**src/rtl/fpa_pkg.sv**
```systemverilog
package fpa_pkg;

    // Status flags produced with every result
    typedef struct packed {
        logic inv;
        logic ovf;
        logic unf;
        logic grd;
        logic inx;
    } fpa_flags_t;

    // Number of extra low bits carried through alignment: guard, round, sticky
    localparam int GRS_W = 3;

endpackage

```
**src/rtl/fpa_unpack.sv**
```systemverilog
module fpa_unpack #(
    parameter int EXP_W  = 8,
    parameter int FRAC_W = 23
) (
    input  logic [EXP_W+FRAC_W:0] word,
    input  logic                  flip,
    output logic                  sign,
    output logic [EXP_W-1:0]      expo,
    output logic [FRAC_W:0]       man,
    output logic                  odd
);

    logic [EXP_W-1:0]  ef;
    logic [FRAC_W-1:0] fr;
    logic              e_ones;
    logic              e_zero;
    logic              f_nz;

    always_comb begin
        ef     = word[EXP_W+FRAC_W-1:FRAC_W];
        fr     = word[FRAC_W-1:0];
        e_ones = &ef;
        e_zero = ~|ef;
        f_nz   = |fr;
        sign   = word[EXP_W+FRAC_W] ^ flip;
        if (e_ones) begin
            // infinity or NaN: keep the top exponent, hidden one present
            expo = ef;
            man  = {1'b1, fr};
            odd  = 1'b1;
        end else if (e_zero) begin
            // zero or denormal: true value at exponent one, no hidden one
            expo = f_nz ? {{(EXP_W-1){1'b0}}, 1'b1} : '0;
            man  = {1'b0, fr};
            odd  = f_nz;
        end else begin
            expo = ef;
            man  = {1'b1, fr};
            odd  = 1'b0;
        end
    end

endmodule

```
**src/rtl/fpa_align_add.sv**
```systemverilog
module fpa_align_add #(
    parameter int EXP_W = 8,
    parameter int MAN_W = 24
) (
    input  logic                 sa,
    input  logic [EXP_W-1:0]     ea,
    input  logic [MAN_W-1:0]     ma,
    input  logic                 sb,
    input  logic [EXP_W-1:0]     eb,
    input  logic [MAN_W-1:0]     mb,
    output logic [MAN_W+3:0]     sum,
    output logic [EXP_W-1:0]     e_big,
    output logic                 s_big
);

    localparam int EXT_W = MAN_W + fpa_pkg::GRS_W;
    localparam int SH_W  = MAN_W + EXT_W;
    localparam int SUM_W = EXT_W + 1;

    logic              a_ge;
    logic [EXP_W-1:0]  e_small;
    logic [MAN_W-1:0]  m_big;
    logic [MAN_W-1:0]  m_small;
    logic              s_small;
    logic [EXP_W-1:0]  diff;
    logic              far;
    logic [SH_W-1:0]   wide;
    logic [EXT_W-1:0]  aligned;
    logic [SUM_W-1:0]  big_ext;
    logic [SUM_W-1:0]  small_ext;

    always_comb begin
        // larger magnitude first; ties keep operand a on top
        a_ge    = {ea, ma} >= {eb, mb};
        e_big   = a_ge ? ea : eb;
        e_small = a_ge ? eb : ea;
        m_big   = a_ge ? ma : mb;
        m_small = a_ge ? mb : ma;
        s_big   = a_ge ? sa : sb;
        s_small = a_ge ? sb : sa;

        diff = e_big - e_small;
        far  = 32'(diff) >= 32'(EXT_W);
        wide = {m_small, {EXT_W{1'b0}}} >> diff;
        if (far) begin
            aligned = {{(EXT_W-1){1'b0}}, |m_small};
        end else begin
            aligned = {wide[SH_W-1 -: EXT_W-1], |wide[SH_W-EXT_W:0]};
        end

        big_ext   = {1'b0, m_big, {fpa_pkg::GRS_W{1'b0}}};
        small_ext = {1'b0, aligned};
        if (s_big ^ s_small) begin
            sum = big_ext - small_ext;
        end else begin
            sum = big_ext + small_ext;
        end
    end

endmodule

```
**src/rtl/fpa_normalize.sv**
```systemverilog
module fpa_normalize #(
    parameter int EXP_W = 8,
    parameter int MAN_W = 24
) (
    input  logic [MAN_W+3:0]         sum,
    input  logic [EXP_W-1:0]         e_big,
    output logic [MAN_W-1:0]         man,
    output logic signed [EXP_W+1:0]  exp_s,
    output logic                     grd,
    output logic                     inx,
    output logic                     zero
);

    localparam int LOW_W = MAN_W + fpa_pkg::GRS_W;
    localparam int SUM_W = LOW_W + 1;
    localparam int LZ_W  = $clog2(LOW_W + 1);
    localparam int ES_W  = EXP_W + 2;

    logic [LZ_W-1:0]        lz;
    logic                   found;
    logic [LOW_W-1:0]       norm;
    logic signed [ES_W-1:0] eb_s;
    logic signed [ES_W-1:0] lz_s;

    always_comb begin
        lz    = LZ_W'(LOW_W);
        found = 1'b0;
        for (int i = LOW_W - 1; i >= 0; i--) begin
            if (!found && sum[i]) begin
                lz    = LZ_W'(LOW_W - 1 - i);
                found = 1'b1;
            end
        end
        norm = sum[LOW_W-1:0] << lz;
        eb_s = $signed({2'b00, e_big});
        lz_s = $signed({{(ES_W-LZ_W){1'b0}}, lz});
        zero = ~|sum;

        if (sum[SUM_W-1]) begin
            // carry out: one place right
            man   = sum[SUM_W-1 -: MAN_W];
            grd   = sum[fpa_pkg::GRS_W];
            inx   = |sum[fpa_pkg::GRS_W-1:0];
            exp_s = eb_s + ES_W'(1);
        end else begin
            man   = norm[LOW_W-1 -: MAN_W];
            grd   = norm[fpa_pkg::GRS_W-1];
            inx   = |norm[fpa_pkg::GRS_W-2:0];
            exp_s = eb_s - lz_s;
        end
    end

endmodule

```
**src/rtl/fpa_addsub.sv**
```systemverilog
module fpa_addsub #(
    parameter int EXP_W  = 8,
    parameter int FRAC_W = 23
) (
    input  logic                    clk,
    input  logic                    rst_n,
    input  logic                    in_valid,
    input  logic                    op_sub,
    input  logic [EXP_W+FRAC_W:0]   opa,
    input  logic [EXP_W+FRAC_W:0]   opb,
    output logic                    out_valid,
    output logic [EXP_W+FRAC_W:0]   result,
    output logic                    flag_invalid,
    output logic                    flag_overflow,
    output logic                    flag_underflow,
    output logic                    flag_guard,
    output logic                    flag_inexact
);

    localparam int W     = EXP_W + FRAC_W + 1;
    localparam int MAN_W = FRAC_W + 1;
    localparam int SUM_W = MAN_W + fpa_pkg::GRS_W + 1;
    localparam int ES_W  = EXP_W + 2;
    localparam int EMAX  = (1 << EXP_W) - 1;
    localparam logic signed [ES_W-1:0] E_LO = '0;
    localparam logic signed [ES_W-1:0] E_HI = ES_W'(EMAX - 1);

    typedef struct packed {
        logic                vld;
        logic [W-1:0]        res;
        fpa_pkg::fpa_flags_t flg;
    } state_t;

    state_t st_d, st_q;

    // ---- unpack both operands ----
    logic [W-1:0]     op_word [2];
    logic [1:0]       u_sign;
    logic [1:0]       u_odd;
    logic [EXP_W-1:0] u_exp   [2];
    logic [MAN_W-1:0] u_man   [2];

    assign op_word[0] = opa;
    assign op_word[1] = opb;

    for (genvar k = 0; k < 2; k++) begin : g_unp
        fpa_unpack #(
            .EXP_W  (EXP_W),
            .FRAC_W (FRAC_W)
        ) u_unp (
            .word (op_word[k]),
            .flip ((k == 1) ? op_sub : 1'b0),
            .sign (u_sign[k]),
            .expo (u_exp[k]),
            .man  (u_man[k]),
            .odd  (u_odd[k])
        );
    end

    // ---- align and add ----
    logic [SUM_W-1:0] sum;
    logic [EXP_W-1:0] e_big;
    logic             s_big;

    fpa_align_add #(
        .EXP_W (EXP_W),
        .MAN_W (MAN_W)
    ) u_add (
        .sa    (u_sign[0]),
        .ea    (u_exp[0]),
        .ma    (u_man[0]),
        .sb    (u_sign[1]),
        .eb    (u_exp[1]),
        .mb    (u_man[1]),
        .sum   (sum),
        .e_big (e_big),
        .s_big (s_big)
    );

    // ---- normalise ----
    logic [MAN_W-1:0]       n_man;
    logic signed [ES_W-1:0] n_exp;
    logic                   n_grd;
    logic                   n_inx;
    logic                   n_zero;

    fpa_normalize #(
        .EXP_W (EXP_W),
        .MAN_W (MAN_W)
    ) u_norm (
        .sum   (sum),
        .e_big (e_big),
        .man   (n_man),
        .exp_s (n_exp),
        .grd   (n_grd),
        .inx   (n_inx),
        .zero  (n_zero)
    );

    // ---- range policy and flag priority ----
    logic inv_d;

    always_comb begin
        st_d     = st_q;
        st_d.vld = in_valid;
        inv_d    = |u_odd;
        if (in_valid) begin
            st_d.flg     = '0;
            st_d.flg.inv = inv_d;
            if (n_zero) begin
                st_d.res = {u_sign[0], {(W-1){1'b0}}};
            end else if (n_exp <= E_LO) begin
                st_d.res     = {s_big, {(W-1){1'b0}}};
                st_d.flg.unf = !inv_d;
            end else if (n_exp >= E_HI) begin
                st_d.res     = {s_big, E_HI[EXP_W-1:0], {FRAC_W{1'b1}}};
                st_d.flg.ovf = !inv_d;
            end else begin
                st_d.res     = {s_big, n_exp[EXP_W-1:0], n_man[FRAC_W-1:0]};
                st_d.flg.grd = !inv_d && n_grd;
                st_d.flg.inx = !inv_d && n_inx;
            end
        end
    end

    always_ff @(posedge clk or negedge rst_n) begin
        if (!rst_n) begin
            st_q <= '0;
        end else begin
            st_q <= st_d;
        end
    end

    assign out_valid      = st_q.vld;
    assign result         = st_q.res;
    assign flag_invalid   = st_q.flg.inv;
    assign flag_overflow  = st_q.flg.ovf;
    assign flag_underflow = st_q.flg.unf;
    assign flag_guard     = st_q.flg.grd;
    assign flag_inexact   = st_q.flg.inx;

endmodule

```
**config.mk**
```make
export PLATFORM = sky130hd
export DESIGN_NAME = fpa_addsub
export DESIGN_NICKNAME = d
export VERILOG_FILES = /design/src/rtl/fpa_pkg.sv /design/src/rtl/fpa_unpack.sv /design/src/rtl/fpa_align_add.sv /design/src/rtl/fpa_normalize.sv /design/src/rtl/fpa_addsub.sv
export SDC_FILE = /design/constraint.sdc
export NUM_CORES = 1
export LEC_CHECK = 0
export BUFFER_PORTS_ARGS = -buffer_cell sky130_fd_sc_hd__buf_2
export CORE_MARGIN = 3
export CORE_UTILIZATION = 58
export CTS_BUF_LIST = sky130_fd_sc_hd__clkbuf_4 sky130_fd_sc_hd__clkbuf_8
export CTS_CLUSTER_SIZE = 24
export DETAILED_ROUTE_END_ITERATION = 10
export PLACE_DENSITY = 0.82
export SYNTH_ARGS = -nofsm -noshare
export SYNTH_HDL_FRONTEND = slang
export SYNTH_HIERARCHICAL = 1
export SYNTH_SLANG_ARGS = --single-unit
```
**constraint.sdc**
```tcl
create_clock -name clk -period 0.8 [get_ports clk]
set_input_delay 0.08 -clock clk [delete_from_list [all_inputs] [get_ports clk]]
set_output_delay 0.08 -clock clk [all_outputs]
set_load 0.005 [all_outputs]
```
==> results by group, run 1 <==
Synth
  – Cell Area, Synth: 0.0118 mm²
  – Leading area contributor after synthesis: ha_1
  – Top cells by area, synth: ha_1 9.3%, dfrtp_1 8.0%, mux2i_1 5.7%
  – Fraction of registers with async set/reset: 1.00
  – Synth top area share: 0.0932
  – Synth Area per Inst: 7.13 µm²
  – Top_reg_cell synth: dfrtp_1
  – Register area share after synthesis: 0.0805
  – Post-synth EDFFs: 0
  – Mapped Nets: 1816
  – Flops & latches, synth: 38
  – Mapped Cells: 1658
  – Commonest cells in the netlist: 160 x nand2_1, 145 x inv_1, 112 x a21oi_1, 108 x o21ai_0, 94 x nor2_1
  – Count of cell types in the netlist: 96
  – Most numerous cell in the Yosys netlist: nand2_1
  – YS warnings: 6

Clock network
  – CTS Buffer Depth: 2
  – Number of clock buffers inserted by TritonCTS: 5
  – Clk root buf: clkbuf_8
  – H-tree levels: 2
  – Sink Count: 38

Placement
  – Detailed placer's ending HPWL: 46.8 mm
  – GP Congestion: 1.18
  – I/O Buffers: 105

Floorplanning
  – Die Height: 149 µm
  – Ports: 106
  – Die Wd: 149 µm
  – Std cell rows: 51
  – Initial Utilization: 0.599

Global route
  – Vias in the first global route: 23800
  – Global-route wire length before repair: 165 mm
  – Total congestion overflow: 2177
  – Largest net degree at the start of global routing: 51
  – Total track usage: 0.990

Run status
  – Failed at: global routing
  – First Err: [ERROR GRT-0116] Global routing finished with congestion. Check the congestion regions in the DRC Viewer.
  – Status: aborted with a tool error
## metrics by stage
stage / cell area, µm² / setup TNS [ns] / util / cells / worst slack, ns
CTS: 17600 / -371.64 / 0.893 / 2480 / -10.30
detailed placement: 16400 / -394.05 / 0.833 / 2404 / -11.11
floorplan: 12300 / -375.59 / - / 1658 / -10.59
global placement: 16400 / -356.78 / 0.833 / 2404 / -10.02
## logic make-up after synthesis
group,Yosys count,synth area share
buffers and inverters,311,0.118
adder cells (fa/ha/maj),90,0.0965
AND/OR/NAND/NOR,505,0.216
other,1,0.000317
XOR/XNOR,45,0.0333
flip-flops,38,0.0805
multiplexers,111,0.119
AO/OA/AOI/OAI,557,0.336
## metal layers
| metal | global-route usage | overflow |
|---|---|---|
| met1 | 1.01 | 752 |
| met2 | 1.09 | 785 |
| met3 | 0.946 | 320 |
| met4 | 0.833 | 265 |
| met5 | 0.875 | 55 |
## timing repair
item	CTS
setup endpoints to repair	75
resized for setup	100
setup buffers	66
gates cloned	4
pin swaps	62
hold buffers	1
endpoints found under the hold margin	38
==> run 2, diff against run 1 <==
- CORE_UTILIZATION: 58 -> 40
- CTS_BUF_LIST: sky130_fd_sc_hd__clkbuf_4 sky130_fd_sc_hd__clkbuf_8 -> not set
- CTS_CLUSTER_SIZE: 24 -> not set
- PLACE_DENSITY: 0.82 -> not set
- PLACE_DENSITY_LB_ADDON: not set -> 0.15
- clock period: 0.8 -> 1 ns (I/O delays scaled with it)
==> run 2 against run 1 <==
Against the previous run: the flow now finishes, with violations (setup timing); synthesized cell count is the same; area after synthesis is the same.
==> results by group, run 2 <==
Clock network
  – Number of clock buffers inserted by TritonCTS: 5 (unchanged)
  – Clock Latency Late Sink: 0.28 ns
  – Reg clk slew, reported paths: 0.06 ns
  – CTS tree: built
  – Clk root buf: clkbuf_16 (was clkbuf_8)
  – Sink Count: 38 (unchanged)
  – CTS Buffer Depth: 2 (unchanged)
  – H-tree levels: 2 (unchanged)

Routing
  – WL/cell: 21.0 µm
  – Number of remaining DRC errors: 0
  – Antenna Violating Nets Remaining: 0
  – Routed wire length on met3: 4.17 mm
  – DRT Pass-1 Iters: 7
  – Starting DRT DRC Count: 1310
  – Top sig layer: met4
  – Drt total wl: 56.4 mm
  – Metal2 WL: 25.2 mm
  – M1 WL: 24.0 mm
  – Vias per cell: 5.95
  – DR vias: 16000

Global route
  – Total track usage: 0.344
  – Global-route wire length before repair: 86.0 mm
  – Total congestion overflow: 0
  – Initial antenna violation count: 0
  – Vias in the first global route: 15400
  – Largest net degree at the start of global routing: 56

Synth
  – Fraction of registers with async set/reset: 1.00 (unchanged)
  – Commonest cells in the netlist: 160 x nand2_1, 145 x inv_1, 112 x a21oi_1, 108 x o21ai_0, 94 x nor2_1 (unchanged)
  – Top_reg_cell synth: dfrtp_1 (unchanged)
  – Synth top area share: 0.0932 (unchanged)
  – Count of cell types in the netlist: 96 (unchanged)
  – Mapped Nets: 1816 (unchanged)
  – Leading area contributor after synthesis: ha_1 (unchanged)
  – Most numerous cell in the Yosys netlist: nand2_1 (unchanged)
  – Mapped Cells: 1658 (unchanged)
  – YS warnings: 6 (unchanged)
  – Top cells by area, synth: ha_1 9.3%, dfrtp_1 8.0%, mux2i_1 5.7% (unchanged)
  – Cell Area, Synth: 0.0118 mm² (unchanged)
  – Post-synth EDFFs: 0 (unchanged)
  – Synth Area per Inst: 7.13 µm² (unchanged)
  – Register area share after synthesis: 0.0805 (unchanged)
  – Flops & latches, synth: 38 (unchanged)

Critical path
  – CP max stage cell: or4_4
  – Reg2reg path depth: 1
  – Slowest stage delay, CP: 0.52 ns
  – Worst EP required: 1.16 ns
  – R2R setup slack: 0.23 ns
  – Cell with the most instances on the worst path: buf_4
  – Setup CP Type: in -> reg
  – Termination of the worst setup path: result[16]
  – CP max FO: 6
  – FF-to-FF End: result[25]
  – Worst r2r src: result[25]
  – CP startpoint: opa[2]
  – CP Launch Type: input pin
  – Worst Path Arrival: 11.34 ns
  – Crit. End Element: flip-flop

Timing
  – Final worst path period share: 11.2
  – Worst-Margin Slew: 0.795 ns
  – FMAX: 0.0894 GHz
  – Pins Over Slew Limit: 0
  – Clock Skew: 0 ns
  – Final setup vio count: 37
  – RSZ-0062 raised after global routing: true
  – Tmin final: 11.19 ns
  – Slew margin rel.: 0.466
  – Setup WS post-layout: -10.19 ns
  – Final Hold Fails: 0

Power and ir drop
  – Pwr/cell area: 1890 mW/mm²
  – Leakage: 8.96 nW
  – Peak VDD IR: 1.04 mV
  – Pwr Total: 35.1 mW

Floorplanning
  – Die Wd: 178 µm (was 149 µm)
  – Core Region: 0.0289 mm²
  – Die Height: 178 µm (was 149 µm)
  – Die area: 0.0316 mm²
  – Initial Utilization: 0.408 (was 0.599)
  – Std cell rows: 62 (was 51)
  – Ports: 106 (unchanged)

Placement
  – Post-DP Area: 0.0171 mm² (was 0.0164 mm²)
  – GP Congestion: 0.982 (was 1.18)
  – I/O Buffers: 105 (unchanged)
  – Detailed placer's ending HPWL: 45.2 mm (was 46.8 mm)
  – DP Worst Slack: -10.64 ns (was -11.11 ns)

Final layout
  – Number of flip-flops in the largest register: 32
  – Area growth syn-to-layout: 57.0%
  – Nets: 2461
  – Final core utilization: 0.641
  – N_diodes: 0
  – Commonest non-fill, non-tap cell in the layout: buf_4
  – Fin area: 0.0186 mm²
  – Fraction of layout cells with a size suffix above 1: 0.448
  – Most frequent cells in the layout: 666 x buf_4, 155 x nand2_1, 137 x inv_1

Run status
  – Failing checks: setup timing
  – Status: finished, violations left (was aborted with a tool error)

Flow run
  – Max Cap Violations: 0

Min path
  – Hold Crit Class: in -> reg
run 2: cell counts after synthesis:
Identical to the previous run, type by type.
run 2: final cells by class:
type                    instances  area (µm²)
multi-input cells            1309       10400
well taps                     384         480
fillers                      2589       10400
repair buffers                800        6040
inverters                     149         567
clock buffers                   6         139
clock inverters                 2        12.5
flip-flops and latches         38         951
run 2: cells by family after synthesis:
| group | Yosys count | synth area share |
|---|---|---|
| flip-flops | 38 | 0.0805 |
| XOR/XNOR | 45 | 0.0333 |
| multiplexers | 111 | 0.119 |
| AO/OA/AOI/OAI | 557 | 0.336 |
| AND/OR/NAND/NOR | 505 | 0.216 |
| buffers and inverters | 311 | 0.118 |
| adder cells (fa/ha/maj) | 90 | 0.0965 |
| other | 1 | 0.000317 |
run 2: worst min path at each step:
stage	start	cells past startpoint	to	slack, ns
5_1_grt	in_valid	2	out_valid	0.18
4_1_cts	in_valid	2	out_valid	0.17
2_1_floorplan	rst_n	0	flag_guard	-0.20
3_5_place_dp	rst_n	2	result[17]	0.09
6_report	in_valid	2	out_valid	0.18
3_3_place_gp	rst_n	2	result[12]	0.07
run 2: worst max-delay path: cells and delay by family:
family,cells,cell delay [ns]
simple gates,13,2.93
xor+xnor,2,0.33
buf+inv,12,1.54
mux,2,0.63
compound gates,29,4.91
fa+ha+maj,4,0.89
run 2: routing by layer:
metal / track usage / vias up
met5: 0 / -
met4: 0.159 / 0
met3: 0.0595 / 142
met2: 0.543 / 696
met1: 0.457 / 7700
li1: - / 7455
run 2: what timing repair did:
item / in CTS / in global routing
resized for setup: 82 / 61
setup buffers: 55 / 17
pin swaps: 51 / 54
endpoints found under the setup margin: 37 / 37
cloned: 3 / 1
hold buffers: 1 / 0
endpoints found under the hold margin: 38 / 0
run 2: report_power, final:
| part | leakage [nW] | internal (mW) | switching [mW] |
|---|---|---|---|
| combinational | 8.42 | 14.7 | 16.2 |
| sequential | 0.469 | 2.17 | 0.356 |
| clock | 0.0729 | 0.989 | 0.673 |
| total | 8.96 | 17.9 | 17.2 |
run 2: through the flow:
step | setup TNS [ns] | hold WS (ns) | instances
2_1_floorplan | -369.25 | -0.196 | 1658
3_3_place_gp | -364.02 | 0.0728 | 2608
3_5_place_dp | -378.40 | 0.0856 | 2608
4_1_cts | -346.89 | 0.170 | 2673
5_1_grt | -378.97 | 0.176 | 2688
6_report | -361.81 | 0.180 | 2688
Note: power is estimated with default switching activity, not from simulation.
